`src/rtl/loop_comp_pkg.sv`:
```
package loop_comp_pkg;
  localparam int NCOEF = 8;
  localparam int IDX_W = 3;
  localparam int NTERM = 5;

  typedef enum logic [IDX_W-1:0] {
    IDX_B0    = 3'd0,
    IDX_B1    = 3'd1,
    IDX_B2    = 3'd2,
    IDX_A1    = 3'd3,
    IDX_A2    = 3'd4,
    IDX_HI    = 3'd5,
    IDX_LO    = 3'd6,
    IDX_SCALE = 3'd7
  } coef_idx_e;
endpackage

```
`src/rtl/lc_coef_bank.sv`:
```
module lc_coef_bank
  import loop_comp_pkg::*;
#(
  parameter int DATA_W = 32,
  parameter int NSETS  = 3,
  parameter int DUTY_W = 16,
  parameter int DATA_Q = 24,
  localparam int SET_W = (NSETS > 1) ? $clog2(NSETS) : 1
) (
  input  logic                          clk_i,
  input  logic                          rst_ni,
  input  logic                          we_i,
  input  logic [SET_W-1:0]              wr_set_i,
  input  logic [IDX_W-1:0]              wr_idx_i,
  input  logic [DATA_W-1:0]             wr_data_i,
  input  logic [SET_W-1:0]              rd_set_i,
  output logic [NCOEF-1:0][DATA_W-1:0]  row_o
);
  localparam logic [DATA_W-1:0] HI_RST    = DATA_W'(1) << DATA_Q;
  localparam logic [DATA_W-1:0] SCALE_RST = (DATA_W'(1) << DUTY_W) - DATA_W'(1);

  logic [NCOEF-1:0][DATA_W-1:0] bank_q [NSETS];

  always_ff @(posedge clk_i or negedge rst_ni) begin
    if (!rst_ni) begin
      for (int s = 0; s < NSETS; s++) begin
        for (int k = 0; k < NCOEF; k++) begin
          if (k == int'(IDX_HI))         bank_q[s][k] <= HI_RST;
          else if (k == int'(IDX_SCALE)) bank_q[s][k] <= SCALE_RST;
          else                           bank_q[s][k] <= '0;
        end
      end
    end else if (we_i) begin
      for (int s = 0; s < NSETS; s++)
        if (int'(wr_set_i) == s) bank_q[s][wr_idx_i] <= wr_data_i;
    end
  end

  always_comb begin
    row_o = bank_q[0];
    for (int s = 1; s < NSETS; s++)
      if (int'(rd_set_i) == s) row_o = bank_q[s];
  end
endmodule

```
`src/rtl/lc_mac.sv`:
```
module lc_mac #(
  parameter int DATA_W = 32,
  parameter int ACC_W  = 64,
  localparam int PROD_W = 2 * DATA_W
) (
  input  logic                     clk_i,
  input  logic                     rst_ni,
  input  logic                     clr_i,
  input  logic                     en_i,
  input  logic signed [DATA_W-1:0] a_i,
  input  logic signed [DATA_W-1:0] b_i,
  output logic signed [ACC_W-1:0]  prod_o,
  output logic signed [ACC_W-1:0]  acc_o
);
  logic signed [PROD_W-1:0] p_w;

  assign p_w    = a_i * b_i;
  assign prod_o = ACC_W'(p_w);

  always_ff @(posedge clk_i or negedge rst_ni) begin
    if (!rst_ni)     acc_o <= '0;
    else if (clr_i)  acc_o <= '0;
    else if (en_i)   acc_o <= acc_o + prod_o;
  end
endmodule

```
`src/rtl/lc_clamp.sv`:
```
module lc_clamp #(
  parameter int DATA_W = 32
) (
  input  logic signed [DATA_W-1:0] u_i,
  input  logic signed [DATA_W-1:0] hi_i,
  input  logic signed [DATA_W-1:0] lo_i,
  output logic signed [DATA_W-1:0] y_o
);
  logic signed [DATA_W-1:0] t_w;

  // upper bound first, lower bound last: lo wins on crossed limits
  assign t_w = (u_i > hi_i) ? hi_i : u_i;
  assign y_o = (t_w < lo_i) ? lo_i : t_w;
endmodule

```
`src/rtl/loop_comp_2p2z.sv`:
```
module loop_comp_2p2z
  import loop_comp_pkg::*;
#(
  parameter int IN_W      = 16,
  parameter int DATA_W    = 32,
  parameter int ACC_W     = 64,
  parameter int NSETS     = 3,
  parameter int DUTY_W    = 16,
  parameter int ERR_SHIFT = 8,
  parameter int COEF_Q    = 26,
  parameter int DATA_Q    = 24,
  localparam int SET_W    = (NSETS > 1) ? $clog2(NSETS) : 1
) (
  input  logic              clk_i,
  input  logic              rst_ni,
  input  logic              clr_i,
  input  logic              strobe_i,
  input  logic [IN_W-1:0]   ref_i,
  input  logic [IN_W-1:0]   fdbk_i,
  input  logic [SET_W-1:0]  set_sel_i,
  input  logic              cfg_we_i,
  input  logic [SET_W-1:0]  cfg_set_i,
  input  logic [IDX_W-1:0]  cfg_idx_i,
  input  logic [DATA_W-1:0] cfg_data_i,
  output logic              valid_o,
  output logic [DATA_W-1:0] ctrl_o,
  output logic [DUTY_W-1:0] duty_o
);
  localparam int CNT_W = 3;
  localparam logic [CNT_W-1:0] STEP_ROUND = CNT_W'(NTERM);
  localparam logic [CNT_W-1:0] STEP_DUTY  = CNT_W'(NTERM + 1);
  localparam logic signed [ACC_W-1:0] RND = ACC_W'(1) <<< (COEF_Q - 1);

  logic                     busy_q;
  logic [CNT_W-1:0]         cnt_q;
  logic [SET_W-1:0]         set_q;
  logic signed [DATA_W-1:0] en_q, e1_q, e2_q, u1_q, u2_q, usat_q;
  logic [NCOEF-1:0][DATA_W-1:0] row_w;

  logic signed [IN_W:0]     diff_w;
  logic signed [DATA_W-1:0] err_w, mul_a, mul_b, u_w, sat_w;
  logic signed [ACC_W-1:0]  prod_w, acc_w, rnd_w;
  logic                     accept_w, mac_en_w;

  assign accept_w = strobe_i && !busy_q;
  assign diff_w   = $signed({1'b0, ref_i}) - $signed({1'b0, fdbk_i});
  assign err_w    = DATA_W'(diff_w) <<< ERR_SHIFT;

  lc_coef_bank #(
    .DATA_W(DATA_W), .NSETS(NSETS), .DUTY_W(DUTY_W), .DATA_Q(DATA_Q)
  ) u_bank (
    .clk_i, .rst_ni,
    .we_i      (cfg_we_i),
    .wr_set_i  (cfg_set_i),
    .wr_idx_i  (cfg_idx_i),
    .wr_data_i (cfg_data_i),
    .rd_set_i  (set_q),
    .row_o     (row_w)
  );

  always_comb begin
    unique case (cnt_q)
      3'd0:    begin mul_a = $signed(row_w[IDX_B0]); mul_b = en_q; end
      3'd1:    begin mul_a = $signed(row_w[IDX_B1]); mul_b = e1_q; end
      3'd2:    begin mul_a = $signed(row_w[IDX_B2]); mul_b = e2_q; end
      3'd3:    begin mul_a = $signed(row_w[IDX_A1]); mul_b = u1_q; end
      3'd4:    begin mul_a = $signed(row_w[IDX_A2]); mul_b = u2_q; end
      default: begin mul_a = $signed(row_w[IDX_SCALE]); mul_b = usat_q; end
    endcase
  end

  assign mac_en_w = busy_q && (cnt_q < STEP_ROUND);

  lc_mac #(.DATA_W(DATA_W), .ACC_W(ACC_W)) u_mac (
    .clk_i, .rst_ni,
    .clr_i  (accept_w),
    .en_i   (mac_en_w),
    .a_i    (mul_a),
    .b_i    (mul_b),
    .prod_o (prod_w),
    .acc_o  (acc_w)
  );

  assign rnd_w = acc_w + RND;
  assign u_w   = DATA_W'(rnd_w >>> COEF_Q);

  lc_clamp #(.DATA_W(DATA_W)) u_clamp (
    .u_i  (u_w),
    .hi_i ($signed(row_w[IDX_HI])),
    .lo_i ($signed(row_w[IDX_LO])),
    .y_o  (sat_w)
  );

  // sequencer: accept, 5 MAC steps, round/limit, duty
  always_ff @(posedge clk_i or negedge rst_ni) begin
    if (!rst_ni) begin
      busy_q  <= 1'b0;
      cnt_q   <= '0;
      set_q   <= '0;
      en_q    <= '0;
      usat_q  <= '0;
      valid_o <= 1'b0;
      ctrl_o  <= '0;
      duty_o  <= '0;
    end else begin
      valid_o <= 1'b0;
      if (!busy_q) begin
        if (strobe_i) begin
          busy_q <= 1'b1;
          cnt_q  <= '0;
          en_q   <= err_w;
          set_q  <= set_sel_i;
        end
      end else begin
        cnt_q <= cnt_q + 1'b1;
        if (cnt_q == STEP_ROUND) usat_q <= sat_w;
        if (cnt_q == STEP_DUTY) begin
          busy_q  <= 1'b0;
          valid_o <= 1'b1;
          ctrl_o  <= usat_q;
          duty_o  <= DUTY_W'(prod_w >>> DATA_Q);
        end
      end
    end
  end

  // history: unlimited u(n) is stored
  always_ff @(posedge clk_i or negedge rst_ni) begin
    if (!rst_ni) begin
      e1_q <= '0; e2_q <= '0; u1_q <= '0; u2_q <= '0;
    end else if (clr_i) begin
      e1_q <= '0; e2_q <= '0; u1_q <= '0; u2_q <= '0;
    end else if (busy_q && cnt_q == STEP_ROUND) begin
      e2_q <= e1_q;
      e1_q <= en_q;
      u2_q <= u1_q;
      u1_q <= u_w;
    end
  end
endmodule

```
`config.mk`:
```
export PLATFORM = sky130hd
export DESIGN_NAME = loop_comp_2p2z
export DESIGN_NICKNAME = d
export VERILOG_FILES = /design/src/rtl/loop_comp_pkg.sv /design/src/rtl/lc_coef_bank.sv /design/src/rtl/lc_mac.sv /design/src/rtl/lc_clamp.sv /design/src/rtl/loop_comp_2p2z.sv
export SDC_FILE = /design/constraint.sdc
export NUM_CORES = 2
export LEC_CHECK = 0
export BUFFER_PORTS_ARGS = -buffer_cell sky130_fd_sc_hd__buf_2
export CORE_MARGIN = 2
export CORE_UTILIZATION = 55
export DETAILED_ROUTE_END_ITERATION = 12
export PLACE_DENSITY = 0.77
export SYNTH_ARGS = -nofsm -noshare
export SYNTH_HDL_FRONTEND = slang
export SYNTH_SLANG_ARGS = --single-unit
```
`constraint.sdc`:
```
create_clock -name clk_i -period 35.4 [get_ports clk_i]
set_input_delay 5.31 -clock clk_i [delete_from_list [all_inputs] [get_ports clk_i]]
set_output_delay 5.31 -clock clk_i [all_outputs]
set_load 0.05 [all_outputs]
```
==> results.toml <==
[global_routing]
grt_pass1_vias = 71000
grt_max_degree = 164
grt_first_pass_wirelength_microns = 417000
antenna_found_initial = 19
track_usage_pct = 33.9
overflow = 0

[critical_path]
reg2reg_from = "set_q[0]"
cp.depth = 42
crit_end = "u_mac.acc_o[55]"
crit_slowest_cell = "a41o_1"
worstPathArrival_ps = 15470
startpoint = "set_q[0]"
crit_path_end_kind = "flop"
reg2regPathDepth = 42
cp_max_fo = 63
rrSetupSlack_ps = 20550
cp_common_cell = "fa_1"
start_kind = "flop"
rr_endpoint = "u_mac.acc_o[55]"
worstSetupPathType = "flop to flop"
cpPeakStageDelay_ps = 950
crit_buf_inv = 7
crit_family = "compound AO/OA/AOI/OAI gates"
required_ps = 36020

[sta]
maxSlewHeadroom_pct = 9.84
fmax_ghz = 0.0673
timing.final.max_slew_violations = 0
tightest_slew_ps = 1340
fin_crit_sh_pct = 42.0
skew_ps = 73.2
worst_slack_ps = 20550
fin_tns_setup_ps = 0
setup_viol = 0
hold_viol = 0
layout_min_cycle_time_ps = 14850
rsz0062_at_grt = "false"

[clock_network]
cts_sinks = 1028
cts_setup_buffers = 0
cts_tree = "yes"
cts-hold-fix-buffers = 0
cts_made_buffers = 103
ctsResizeCount = 0
clock_latency_ps = 780
clkSlewWorstSetupHoldPaths_ps = 60
ctsRootBufferMaster = "clkbuf_16"
htreeDepth = 3
clockBufferDepth = 3

[die]
die-width_microns = 402
rows = 145
io_pins = 125
die_area_sq_um = 161000
core_sq_um = 157000
die_h_microns = 402
initial_core_util_pct = 55.5

[synthesis]
synth-seq-cells = 1028
synthCells = 8716
synth_cell_type_count = 93
syn_avg_cell_area_sq_um = 9.97
async_flop_share_pct = 100
yosysSeqAreaShare_pct = 29.7
synth_flop_cell = "dfrtp_1"
syn_nets = 10100
syn_area_sq_um = 86900
synth_edf_count = 0
ys_warn_count = 0

[placed_design]
post-place-ws_ps = 20960
gp_congestion = 1.00
hpwl_microns = 193000
place.port_buffers = 124

[run_status]
status = "finished clean"

[drt]
dr.pass1.iters = 10
vias = 66800
drc_errors = 0
drt_iter0_markers = 6930
antenna_left = 0
vias_per_cell = 6.25
drt_wl_total_microns = 270000
wl_per_cell_microns = 25.3

[layout]
final-seq-area_sq_um = 25800
final_cell_mix = "1099 x nand2_1, 1091 x inv_1, 1013 x fa_1"
fill_cells = 12600
nets = 9942
drive_above_1_share_pct = 17.0
multi_input_area_sq_um = 55000
area_growth_pct = 6.93
mostFrequentLayoutCell = "nand2_1"

[job]
max_cap_viol_count = 0

[hold_path]
hold_path.startpoint = "duty_o[8]"
hp-class = "flop to flop"
## metrics by stage
step	instance area [sq um]	hold slack [ps]	util (%)	instances
after CTS	92900	477	59.3	10700
after global routing	92900	489	59.4	10700
after detailed placement	89300	457	57.0	10500
after global placement	89300	455	57.0	10500
after floorplan	86900	455	-	8716
final	93000	474	59.4	10700
## cell usage after synthesis, types with 38 or more instances
cell      instances  area share (%)
ha_1            322             4.6
dfrtp_1         977              28
nand2b_1         95            0.68
a22oi_1          59            0.51
and2_1           38            0.27
a21oi_1         320             1.8
o21ai_0         224             1.3
buf_1            76            0.33
dfstp_2          51             1.5
o31ai_1          48            0.41
nor3_1           73            0.42
a21o_1           83            0.72
nor2b_1          47            0.34
nand3_1          94            0.54
clkbuf_1        390             1.7
a211oi_1         60            0.52
o22ai_1          54            0.39
buf_2            73            0.42
inv_1          1093             4.7
mux2_2          854              11
nand2_1        1109             4.8
xnor2_1          96            0.97
o211ai_1         39            0.34
mux2i_1         194             2.2
nor2_1          723             3.1
fa_1           1013              23
xor2_1           50            0.50
## flip-flops by register name, indices dropped and copies added (netlist names)
register and cells:
u2_q 32, e2_q 17, u1_q 32, cnt_q 3
valid_o 1, en_q 17, busy_q 1, duty_o 16
set_q 2, e1_q 17, ctrl_o 32, u_bank.bank_q 768
u_mac.acc_o 58, usat_q 32
## worst min-delay path, delay by kind of cell, from the launching register on
kind	cells	cell delay (ps)
flops	1	340
simple gates	2	100
## logic make-up (layout without fill, tap and decap cells)
group | count (synthesis) | count (layout) | synth area share (%)
flip-flops | 1028 | 1028 | 29.7
XOR/XNOR | 149 | 149 | 1.55
buffers and inverters | 1663 | 1565 | 7.42
multiplexers | 1049 | 1049 | 13.3
adder cells (fa/ha/maj) | 1335 | 1335 | 28.0
AND/OR/NAND/NOR | 2343 | 2343 | 11.4
AO/OA/AOI/OAI | 1149 | 1149 | 8.66
other | 0 | 11 | 0
## routing by layer
layer | vias up | routed length (microns) | track usage [%]
li1 | 28000 | - | -
met1 | 33800 | 99100 | 42.1
met2 | 3825 | 121000 | 52.6
met3 | 1077 | 28300 | 8.22
met4 | 8 | 21500 | 22.9
met5 | - | 52 | 0
## final cells by class
cell class | count | share of cell area, %
multi-input cells | 6025 | 59.2
inverters | 1098 | 4.44
diodes | 11 | 0.0296
clock inverters | 32 | 0.520
well taps | 2058 | 2.77
repair buffers | 275 | 1.94
clock buffers | 160 | 3.36
flip-flops and latches | 1028 | 27.8
## worst min-delay path by stage
stage,end,slack [ps],cells past startpoint
after floorplan,u_mac.acc_o[10],460,2
after global placement,duty_o[5],450,2
after detailed placement,ctrl_o[25],460,2
after CTS,duty_o[8],480,2
after global routing,duty_o[8],490,2
final,duty_o[8],470,2
Power is not shown: default switching activity piles up to over one toggle a cycle in this logic, so the estimate is an artifact.
